`config.mk`:
```
export PLATFORM = sky130hd
export DESIGN_NAME = twostage_wdt
export DESIGN_NICKNAME = d
export VERILOG_FILES = /design/src/rtl/twostage_wdt_pkg.sv /design/src/rtl/wdt_prescaler.sv /design/src/rtl/wdt_regs.sv /design/src/rtl/wdt_core.sv /design/src/rtl/twostage_wdt.sv
export SDC_FILE = /design/constraint.sdc
export NUM_CORES = 1
export LEC_CHECK = 0
export CAP_MARGIN = 20
export CORE_ASPECT_RATIO = 1.5
export CORE_UTILIZATION = 65
export CTS_BUF_LIST = sky130_fd_sc_hd__clkbuf_4 sky130_fd_sc_hd__clkbuf_8
export CTS_CLUSTER_DIAMETER = 150
export DETAILED_ROUTE_END_ITERATION = 6
export DONT_BUFFER_PORTS = 1
export HOLD_SLACK_MARGIN = 0.12
export PLACE_DENSITY_LB_ADDON = 0.08
export SLEW_MARGIN = 20
export SYNTH_ARGS = -nofsm -noshare
export SYNTH_HDL_FRONTEND = slang
export SYNTH_SLANG_ARGS = --single-unit
```
`constraint.sdc`:
```
create_clock -name clk -period 5.2 [get_ports clk]
set_input_delay 1.56 -clock clk [delete_from_list [all_inputs] [get_ports clk]]
set_output_delay 1.56 -clock clk [all_outputs]
set_load 0.01 [all_outputs]
```
`src/rtl/twostage_wdt_pkg.sv`:
```
`timescale 1ns/1ps
// Package: shared stage encoding and register addresses of the two-stage watchdog.
// Assumes a 3-bit register address space.
package twostage_wdt_pkg;
    localparam int ADDR_W = 3;

    typedef enum logic [1:0] {
        ST_IDLE    = 2'd0,
        ST_FIRST   = 2'd1,
        ST_SECOND  = 2'd2,
        ST_EXPIRED = 2'd3
    } wdt_stage_e;

    localparam logic [ADDR_W-1:0] A_CTRL   = 3'd0;
    localparam logic [ADDR_W-1:0] A_KICK   = 3'd1;
    localparam logic [ADDR_W-1:0] A_PRE_LO = 3'd2;  // preload n low word at 2 + 2n
    localparam logic [ADDR_W-1:0] A_STATUS = 3'd6;
    localparam logic [ADDR_W-1:0] A_COUNT  = 3'd7;
endpackage

```
`src/rtl/wdt_prescaler.sv`:
```
`timescale 1ns/1ps
// Module: tick prescaler. Emits a one-cycle tick every DIV cycles while run is high.
// Assumes restart is asserted on every counter load so the tick phase starts afresh.
module wdt_prescaler #(
    parameter int DIV = 50
) (
    input  logic clk,
    input  logic rst_n,
    input  logic run,
    input  logic restart,
    output logic tick
);
    localparam int DIV_W = (DIV > 1) ? $clog2(DIV) : 1;
    localparam logic [DIV_W-1:0] LAST = DIV_W'(DIV - 1);

    logic [DIV_W-1:0] div_q;

    // Tick whenever the phase counter sits at its last value.
    assign tick = run && (div_q == LAST);

    // Advance the phase counter, clearing it on restart, stop or wrap.
    always_ff @(posedge clk) begin
        if (!rst_n || restart || !run || div_q == LAST) begin
            div_q <= '0;
        end else begin
            div_q <= div_q + DIV_W'(1);
        end
    end

    assert_tick_spacing_R3: assert property (@(posedge clk) disable iff (!rst_n)
        (DIV > 1) && tick |=> !tick);
endmodule

```
`src/rtl/wdt_regs.sv`:
```
`timescale 1ns/1ps
// Module: register file of the watchdog. Holds control bits and two split preloads,
// decodes the refresh and pending-clear strobes, and muxes status readback.
// Assumes CNT_W > DATA_W and CNT_W - DATA_W <= DATA_W.
module wdt_regs
    import twostage_wdt_pkg::*;
#(
    parameter int DATA_W = 32,
    parameter int CNT_W  = 35
) (
    input  logic              clk,
    input  logic              rst_n,
    input  logic              wr_en_i,
    input  logic [ADDR_W-1:0] wr_addr_i,
    input  logic [DATA_W-1:0] wr_data_i,
    input  logic [ADDR_W-1:0] rd_addr_i,
    input  wdt_stage_e        stage_i,
    input  logic              pending_i,
    input  logic              timed_out_i,
    input  logic [CNT_W-1:0]  cnt_i,
    output logic              en_o,
    output logic              sel_irq_o,
    output logic [CNT_W-1:0]  pre1_o,
    output logic [CNT_W-1:0]  pre2_o,
    output logic              kick_o,
    output logic              pend_clr_o,
    output logic [DATA_W-1:0] rd_data_o
);
    localparam int HI_W = CNT_W - DATA_W;

    logic [CNT_W-1:0] pre_q [2];

    // Control bits: enable and interrupt line select.
    always_ff @(posedge clk) begin
        if (!rst_n) begin
            en_o      <= 1'b0;
            sel_irq_o <= 1'b0;
        end else if (wr_en_i && wr_addr_i == A_CTRL) begin
            en_o      <= wr_data_i[0];
            sel_irq_o <= wr_data_i[1];
        end
    end

    // One preload register per stage, low and high words at adjacent addresses.
    for (genvar g = 0; g < 2; g++) begin : g_pre
        localparam logic [ADDR_W-1:0] LO = A_PRE_LO + ADDR_W'(2 * g);
        localparam logic [ADDR_W-1:0] HI = LO + ADDR_W'(1);
        // Capture preload words written by software.
        always_ff @(posedge clk) begin
            if (!rst_n) begin
                pre_q[g] <= '0;
            end else if (wr_en_i && wr_addr_i == LO) begin
                pre_q[g][DATA_W-1:0] <= wr_data_i;
            end else if (wr_en_i && wr_addr_i == HI) begin
                pre_q[g][CNT_W-1:DATA_W] <= wr_data_i[HI_W-1:0];
            end
        end
    end

    assign pre1_o     = pre_q[0];
    assign pre2_o     = pre_q[1];
    assign kick_o     = wr_en_i && wr_addr_i == A_KICK;
    assign pend_clr_o = wr_en_i && wr_addr_i == A_STATUS && wr_data_i[2];

    // Readback multiplexer.
    always_comb begin
        case (rd_addr_i)
            A_CTRL:   rd_data_o = DATA_W'({sel_irq_o, en_o});
            3'd2:     rd_data_o = pre_q[0][DATA_W-1:0];
            3'd3:     rd_data_o = DATA_W'(pre_q[0][CNT_W-1:DATA_W]);
            3'd4:     rd_data_o = pre_q[1][DATA_W-1:0];
            3'd5:     rd_data_o = DATA_W'(pre_q[1][CNT_W-1:DATA_W]);
            A_STATUS: rd_data_o = DATA_W'({timed_out_i, pending_i, stage_i});
            A_COUNT:  rd_data_o = cnt_i[DATA_W-1:0];
            default:  rd_data_o = '0;
        endcase
    end
endmodule

```
`src/rtl/wdt_core.sv`:
```
`timescale 1ns/1ps
// Module: two-stage countdown engine. One down counter serves both stages; expiry of
// the first stage sets the pending flag and reloads preload two, expiry of the second
// latches the timeout. Assumes kick and pend_clr are single-cycle strobes.
module wdt_core
    import twostage_wdt_pkg::*;
#(
    parameter int CNT_W = 35
) (
    input  logic             clk,
    input  logic             rst_n,
    input  logic             en_i,
    input  logic             kick_i,
    input  logic             pend_clr_i,
    input  logic             tick_i,
    input  logic [CNT_W-1:0] pre1_i,
    input  logic [CNT_W-1:0] pre2_i,
    output wdt_stage_e       stage_o,
    output logic [CNT_W-1:0] cnt_o,
    output logic             pending_o,
    output logic             timed_out_o,
    output logic             load_o
);
    wdt_stage_e       stage_q, stage_d;
    logic [CNT_W-1:0] cnt_q, cnt_d;
    logic             pend_q, tout_q;
    logic             exp1, exp2, kick_ok;

    // Next-state selection: latched timeout, disable, (re)start, then tick countdown.
    always_comb begin
        stage_d = stage_q;
        cnt_d   = cnt_q;
        load_o  = 1'b0;
        exp1    = 1'b0;
        exp2    = 1'b0;
        kick_ok = 1'b0;
        if (stage_q == ST_EXPIRED) begin
            stage_d = ST_EXPIRED;
        end else if (!en_i) begin
            stage_d = ST_IDLE;
        end else if (kick_i || stage_q == ST_IDLE) begin
            kick_ok = kick_i;
            cnt_d   = pre1_i;
            stage_d = ST_FIRST;
            load_o  = 1'b1;
        end else if (tick_i) begin
            if (cnt_q != '0) begin
                cnt_d = cnt_q - CNT_W'(1);
            end else if (stage_q == ST_FIRST) begin
                exp1    = 1'b1;
                cnt_d   = pre2_i;
                stage_d = ST_SECOND;
                load_o  = 1'b1;
            end else begin
                exp2    = 1'b1;
                stage_d = ST_EXPIRED;
            end
        end
    end

    // Stage and counter registers.
    always_ff @(posedge clk) begin
        if (!rst_n) begin
            stage_q <= ST_IDLE;
            cnt_q   <= '0;
        end else begin
            stage_q <= stage_d;
            cnt_q   <= cnt_d;
        end
    end

    // Pending flag: set on first expiry, cleared by refresh or write-one-to-clear.
    always_ff @(posedge clk) begin
        if (!rst_n) begin
            pend_q <= 1'b0;
        end else if (exp1) begin
            pend_q <= 1'b1;
        end else if (kick_ok || pend_clr_i) begin
            pend_q <= 1'b0;
        end
    end

    // Timeout latch, released only by reset.
    always_ff @(posedge clk) begin
        if (!rst_n) begin
            tout_q <= 1'b0;
        end else if (exp2) begin
            tout_q <= 1'b1;
        end
    end

    assign stage_o     = stage_q;
    assign cnt_o       = cnt_q;
    assign pending_o   = pend_q;
    assign timed_out_o = tout_q;

    assert_first_expiry_R3: assert property (@(posedge clk) disable iff (!rst_n)
        en_i && !kick_i && tick_i && stage_q == ST_FIRST && cnt_q == '0
        |=> pend_q && stage_q == ST_SECOND && cnt_q == $past(pre2_i));
    assert_second_expiry_R4: assert property (@(posedge clk) disable iff (!rst_n)
        en_i && !kick_i && tick_i && stage_q == ST_SECOND && cnt_q == '0
        |=> tout_q && stage_q == ST_EXPIRED);
    assert_refresh_R6: assert property (@(posedge clk) disable iff (!rst_n)
        kick_i && en_i && (stage_q == ST_FIRST || stage_q == ST_SECOND)
        |=> stage_q == ST_FIRST && !pend_q && cnt_q == $past(pre1_i));
    assert_disable_idle_R7: assert property (@(posedge clk) disable iff (!rst_n)
        !en_i |=> (stage_q == ST_IDLE || stage_q == ST_EXPIRED));
    assert_disable_frozen_R7: assert property (@(posedge clk) disable iff (!rst_n)
        !en_i |=> $stable(cnt_q));
    assert_pend_clear_R8: assert property (@(posedge clk) disable iff (!rst_n)
        pend_clr_i && !(tick_i && stage_q == ST_FIRST && cnt_q == '0) |=> !pend_q);
endmodule

```
`src/rtl/twostage_wdt.sv`:
```
`timescale 1ns/1ps
// Module: top of the two-stage watchdog. Connects registers, prescaler and countdown
// engine, and drives the two interrupt lines and the active-low timeout output.
// Assumes DIV is the clock-to-tick ratio (50 gives a 1 us tick at 50 MHz).
module twostage_wdt
    import twostage_wdt_pkg::*;
#(
    parameter int DATA_W = 32,
    parameter int CNT_W  = 35,
    parameter int DIV    = 50
) (
    input  logic              clk,
    input  logic              rst_n,
    input  logic              wr_en_i,
    input  logic [2:0]        wr_addr_i,
    input  logic [DATA_W-1:0] wr_data_i,
    input  logic [2:0]        rd_addr_i,
    output logic [DATA_W-1:0] rd_data_o,
    output logic              smi_o,
    output logic              irq_o,
    output logic              tout_n_o
);
    logic             en, sel_irq, kick, pend_clr, tick, load, pending, timed_out, run;
    logic [CNT_W-1:0] pre1, pre2, cnt;
    wdt_stage_e       stage;

    wdt_regs #(.DATA_W(DATA_W), .CNT_W(CNT_W)) i_regs (
        .clk(clk), .rst_n(rst_n), .wr_en_i(wr_en_i), .wr_addr_i(wr_addr_i),
        .wr_data_i(wr_data_i), .rd_addr_i(rd_addr_i), .stage_i(stage),
        .pending_i(pending), .timed_out_i(timed_out), .cnt_i(cnt), .en_o(en),
        .sel_irq_o(sel_irq), .pre1_o(pre1), .pre2_o(pre2), .kick_o(kick),
        .pend_clr_o(pend_clr), .rd_data_o(rd_data_o)
    );

    assign run = (stage == ST_FIRST) || (stage == ST_SECOND);

    wdt_prescaler #(.DIV(DIV)) i_presc (
        .clk(clk), .rst_n(rst_n), .run(run), .restart(load), .tick(tick)
    );

    wdt_core #(.CNT_W(CNT_W)) i_core (
        .clk(clk), .rst_n(rst_n), .en_i(en), .kick_i(kick), .pend_clr_i(pend_clr),
        .tick_i(tick), .pre1_i(pre1), .pre2_i(pre2), .stage_o(stage), .cnt_o(cnt),
        .pending_o(pending), .timed_out_o(timed_out), .load_o(load)
    );

    assign smi_o    = pending && !sel_irq;
    assign irq_o    = pending && sel_irq;
    assign tout_n_o = !timed_out;

    assert_tout_hold_R5: assert property (@(posedge clk) disable iff (!rst_n)
        !tout_n_o |=> !tout_n_o);
endmodule

```
; ---- Yosys cells after proc, flatten, opt, wreduce, memory -nomap -nowiden
; Memories as Yosys holds them, arrays and structs flattened.
; Index checks and enable logic that the tools add are counted.
[totals]
regBits = 47
mem_bits_rw = 70
in_bits = 41
output_inout_bits = 35
elab_cells = 113
n_memories = 1
[memory_table]
columns = memory, depth, word_bits, rd, rd_ports_with_merged_regs, wr, line_no
row1 = i_regs.pre_q, 2, 35, 2, 0, 2, wdt_regs.sv:31  ; logic [CNT_W-1:0] pre_q [2];
[classes]
n_addsub = 2
eq_ne = 18
muxes = 50
bitwise = 5
n_reduce_logical = 30
[ops]
columns = cell, n
row1 = 32-bit case mux with 7 select lines, 1
row2 = 35-bit two-way mux, 4
row3 = 32-bit two-way mux, 2
row4 = 1-bit two-way mux, 36
row5 = 35-bit nonzero test, 1
row6 = "35-bit by 1-bit subtractor with 35-bit output, second input constant", 1
row7 = "3-bit == test, second input constant", 7
row8 = "3-bit by 2-bit == test with 1-bit output, second input constant", 4
row9 = 1-bit logical AND, 11
row10 = 2-bit two-way mux, 5
row11 = "6-bit by 1-bit adder with 6-bit output, second input constant", 1
row12 = "6-bit == test, second input constant", 1
row13 = 3-bit logical NOT, 2
row14 = 1-bit logical OR, 6
row15 = 3-bit two-way mux, 2
row16 = "2-bit == test, second input constant", 2
row17 = 1-bit logical NOT, 4
row18 = "4-bit by 1-bit != test with 1-bit output, second input constant", 1
row19 = "4-bit by 2-bit != test with 1-bit output, second input constant", 1
row20 = 1-bit bitwise OR, 4
row21 = 4-bit AND reduction, 1
row22 = 2-bit nonzero test, 2
row23 = "3-bit by 1-bit == test with 1-bit output, second input constant", 1
row24 = 3-bit nonzero test, 1
row25 = 4 further kinds, 4

; ---- Logic depth before layout (Yosys ltp)
[logic_depth]
word_depth = 10
mapped_depth = 11
ltp_nobuf = 8

; ---- Hierarchy
; From an unflattened synthesis, not the netlist that was laid out.
[hier_totals]
cells_unflattened = 692
hier_area_um2 = 6662.6
[by_module_without_submodules]
columns = module, instances, cells_each, area_each_um2, seq_area_each_um2
row1 = wdt_regs, 1, 271, 3542.1, 2142.1
row2 = wdt_core, 1, 388, 2816.5, 780.7
row3 = wdt_prescaler, 1, 29, 275.3, 120.1
row4 = twostage_wdt, 1, 4, 28.8, 0.0

; ---- Worst setup path before layout
; No wires, ideal clock.
[synth_path]
path_type = in2reg
start = input wr_addr_i[2]
end = memory i_regs.pre_q[1][0], enable pin
setup_time_ns = 0.466
arrival_ns = 4.251
t_required_ns = 4.734
slack_ns = 0.483
stages = 3
path_buffers = 1
cell_sequence = clkbuf_1 -> nand3b_1 -> o21ai_0
[synth_lines]
columns = element, line_no
row1 = start: declaration, twostage_wdt.sv:15  ; input logic [2:0] wr_addr_i,
row2 = end: declaration, wdt_regs.sv:31

; ---- Worst setup path in the final report
[layout_path]
start = input rd_addr_i[1]
end = output rd_data_o[26]
[layout_between]
elab_chain_cells = 2
word_cells_on_any_way = 8
cone_classes = 6 x eq/ne / 1 x mux / 1 x reduce/logical
[layout_lines]
columns = element, line_no
row1 = start: declaration, twostage_wdt.sv:17  ; input logic [2:0] rd_addr_i,
row2 = "3-bit == test, or another cell as far along", wdt_regs.sv:67  ; case (rd_addr_i)
row3 = 32-bit case mux with 7 select lines (*), wdt_regs.sv:67
row4 = end: declaration, twostage_wdt.sv:18  ; output logic [DATA_W-1:0] rd_data_o,
; Mark *: on every way between the ends. The rest lies on a longest branch, timed or not.

==> out/qor.csv <==
metric;value;unit
pin_count;76;
die_w;85.2;um
netlist_top_cells_count;nand2_1 (76), and2_1 (73), edfxtp_1 (70), nor2_1 (69), o21ai_0 (48);
first_pass_iters;6;
synth-compound-area-share;20.0;%
synth_mux_area_share;1.72;%
drc;0;
grt_max_degree;60;
port_buffers;0;
yosysMostFrequentCell;nand2_1;
grt_pass1_wl;27900;um
maxCapViolCount;0;
fin_setup_tns;0;ns
cts_buffer_depth;2;
p_per_area;328;nW/um^2
vias;5708;
synth-seq-cells;117;
clockPowerShare;38.9;%
syn_area;6750;um^2
cts_setup_buffers;0;
die-area;10800;um^2
cts.sinks;117;
globalRouteOverflowTotal;0;
synth_area_leader_cell;edfxtp_1;
post_drt_wl_per_cell;21.6;um
synth_top_family_by_area;simple AND/OR/NAND/NOR gates;
p_int;1.68;mW
leakagePower;2.65;nW
ant_nets;0;
max_freq;0.219;GHz
finClkSkew;0.00832;ns
seqCellArea;3040;um^2
hold_class;flip-flop to flip-flop;
multi_input_area;3430;um^2
synth_xor_area_share;2.86;%
clk_pin_slew;0.07;ns
insertion_delay;0.44;ns
pwr-share-seq;44.9;%
finalNetCount;754;
finalSetupViolations;0;
dp_hpwl;12100;um
vias_per_cell;6.83;
hold_violations;0;
rows;45;
synthFlopType;edfxtp_1;
synthesis.nets;779;
worstSetupPathType;input pin to output pin;
core_area;10100;um^2
start_kind;input pin;
p_sw;0.689;mW
syn_avg_cell_area;9.23;um^2
cp.required;3.64;ns
synth_edf_count;70;
cts_tree;yes;
yosysUniqueCellTypes;68;
grt_pass1_vias;5495;
routed_wl;18100;um
rsz0062_at_grt;false;
synthAdderAreaFrac;1.30;%
die-height;127;um
status;complete, no violations;
cts_buffers;17;
p_comb_share;16.2;%
htree_levels;4;
p_sw_share;29.1;%
synth_top_cell_area_share;31.1;%
cts-root-buf;clkbuf_8;
yosysSeqAreaShare;45.1;%
dr.first_iter.drc_count;407;
vdd_drop_max;0.225;mV
crit_chain;nor2b_2, buf_4, a22oi_1, o21ai_0;
max_stage_delay;0.68;ns
min_period_over_period;87.8;%
drive_gt1_share;10.4;%
area.growth.synth_to_final;6.64;%
hold_slack;0.465;ns
crit_slowest_cell;nor2b_2;
drv_slew;0;
ys_warn_count;0;
final_area;7200;um^2
critPathArrivalTime;3.00;ns
cp_max_fo;16;
worst_pin_slew;0.963;ns
dpl-instance-area;6750;um^2
routabilityCongestion;0.953;
cts-resized-gates;0;
synthArstFlopShare;0;%
synthTopCellsByArea;edfxtp_1 (31%), dfxtp_1 (14%), and2_1 (6.8%);
start_util;66.6;%
cts-hold-fix-buffers;0;
fin_crit;4.56;ns
antenna_found_initial;0;
worst_setup_path_end_kind;output pin;
syn_inst;731;
grt.total_usage;34.3;%
fillerInstances;771;
slew_headroom;35.6;%
synth-simple-area-share;24.6;%
antenna_cells;0;
worst paths after layout:
kind	start	to	slack, ns	cells past startpoint
setup / recovery	rd_addr_i[1]	rd_data_o[26]	0.64	4
hold / removal	i_presc.div_q[0]$_SDFF_PP0_	i_presc.div_q[0]$_SDFF_PP0_	0.47	1
setup reg to reg	i_core.cnt_o[4]$_SDFFE_PN0P_	i_core.cnt_o[22]$_SDFFE_PN0P_	2.26	7
hold reg to reg	i_presc.div_q[0]$_SDFF_PP0_	i_presc.div_q[0]$_SDFF_PP0_	0.47	1
final cells by class:
type | instances | share of cell area [%]
Multi-Input combinational cell | 549 | 47.7
Sequential cell | 117 | 42.3
Clock buffer | 17 | 3.25
Clock inverter | 15 | 2.83
Tap cell | 117 | 2.03
Timing Repair Buffer | 14 | 1.51
Inverter | 7 | 0.365
state kept, by name, indices dropped and copies added (netlist names):
register / flops
i_core.stage_o: 2
i_regs.pre_q: 70
i_regs.en_o: 1
i_presc.div_q: 6
i_core.cnt_o: 35
i_core.timed_out_o: 1
i_regs.sel_irq_o: 1
i_core.pending_o: 1
cells by family (layout without fill, tap and decap cells):
group | Yosys count | after routing
AO/OA/AOI/OAI | 195 | 195
XOR/XNOR | 22 | 22
adder cells (fa/ha/maj) | 7 | 7
buffers and inverters | 65 | 53
flip-flops | 117 | 117
multiplexers | 10 | 10
AND/OR/NAND/NOR | 315 | 315
metrics by stage:
step                power [mW]  setup WS [ns]  util [%]  std cells
floorplan                 1.37          0.483         -        731
global placement          1.45          0.718      66.6        803
detailed placement        1.45          0.662      66.6        803
CTS                       2.37          0.660      70.9        835
global route              2.44          0.601      71.0        836
finish                    2.36          0.636      71.0        836
cell usage in the layout, fill, tap and decap left out, drive strengths merged, types with 18 or more instances in the layout:
cell type,n
a21oi,22
and2,73
a22oi,30
nor2,69
nor4,18
o21ai,69
edfxtp,70
nand2,76
dfxtp,47
per-layer routing:
metal  part of all wire, %  global-route usage, %  vias up
li1                      -                      -     2633
met1                    38                   38.9     2781
met3                   6.0                   7.81       60
met2                    52                   59.1      234
met5                     0                      0        -
met4                   4.4                   19.0        0
critical path, delay by kind of cell:
| family | cells | cell delay, ns |
|---|---|---|
| compound gates | 2 | 0.43 |
| buf+inv | 1 | 0.32 |
| simple gates | 1 | 0.68 |
power by group through the flow:
stage          sequential, mW  clock (mW)  combinational (mW)
2_1_floorplan            1.07           0               0.307
3_3_place_gp             1.08           0               0.371
3_5_place_dp             1.08           0               0.374
4_1_cts                  1.06       0.929               0.377
5_1_grt                  1.06       0.969               0.412
6_report                 1.06       0.920               0.383
Power figures use the tool's default switching activity.
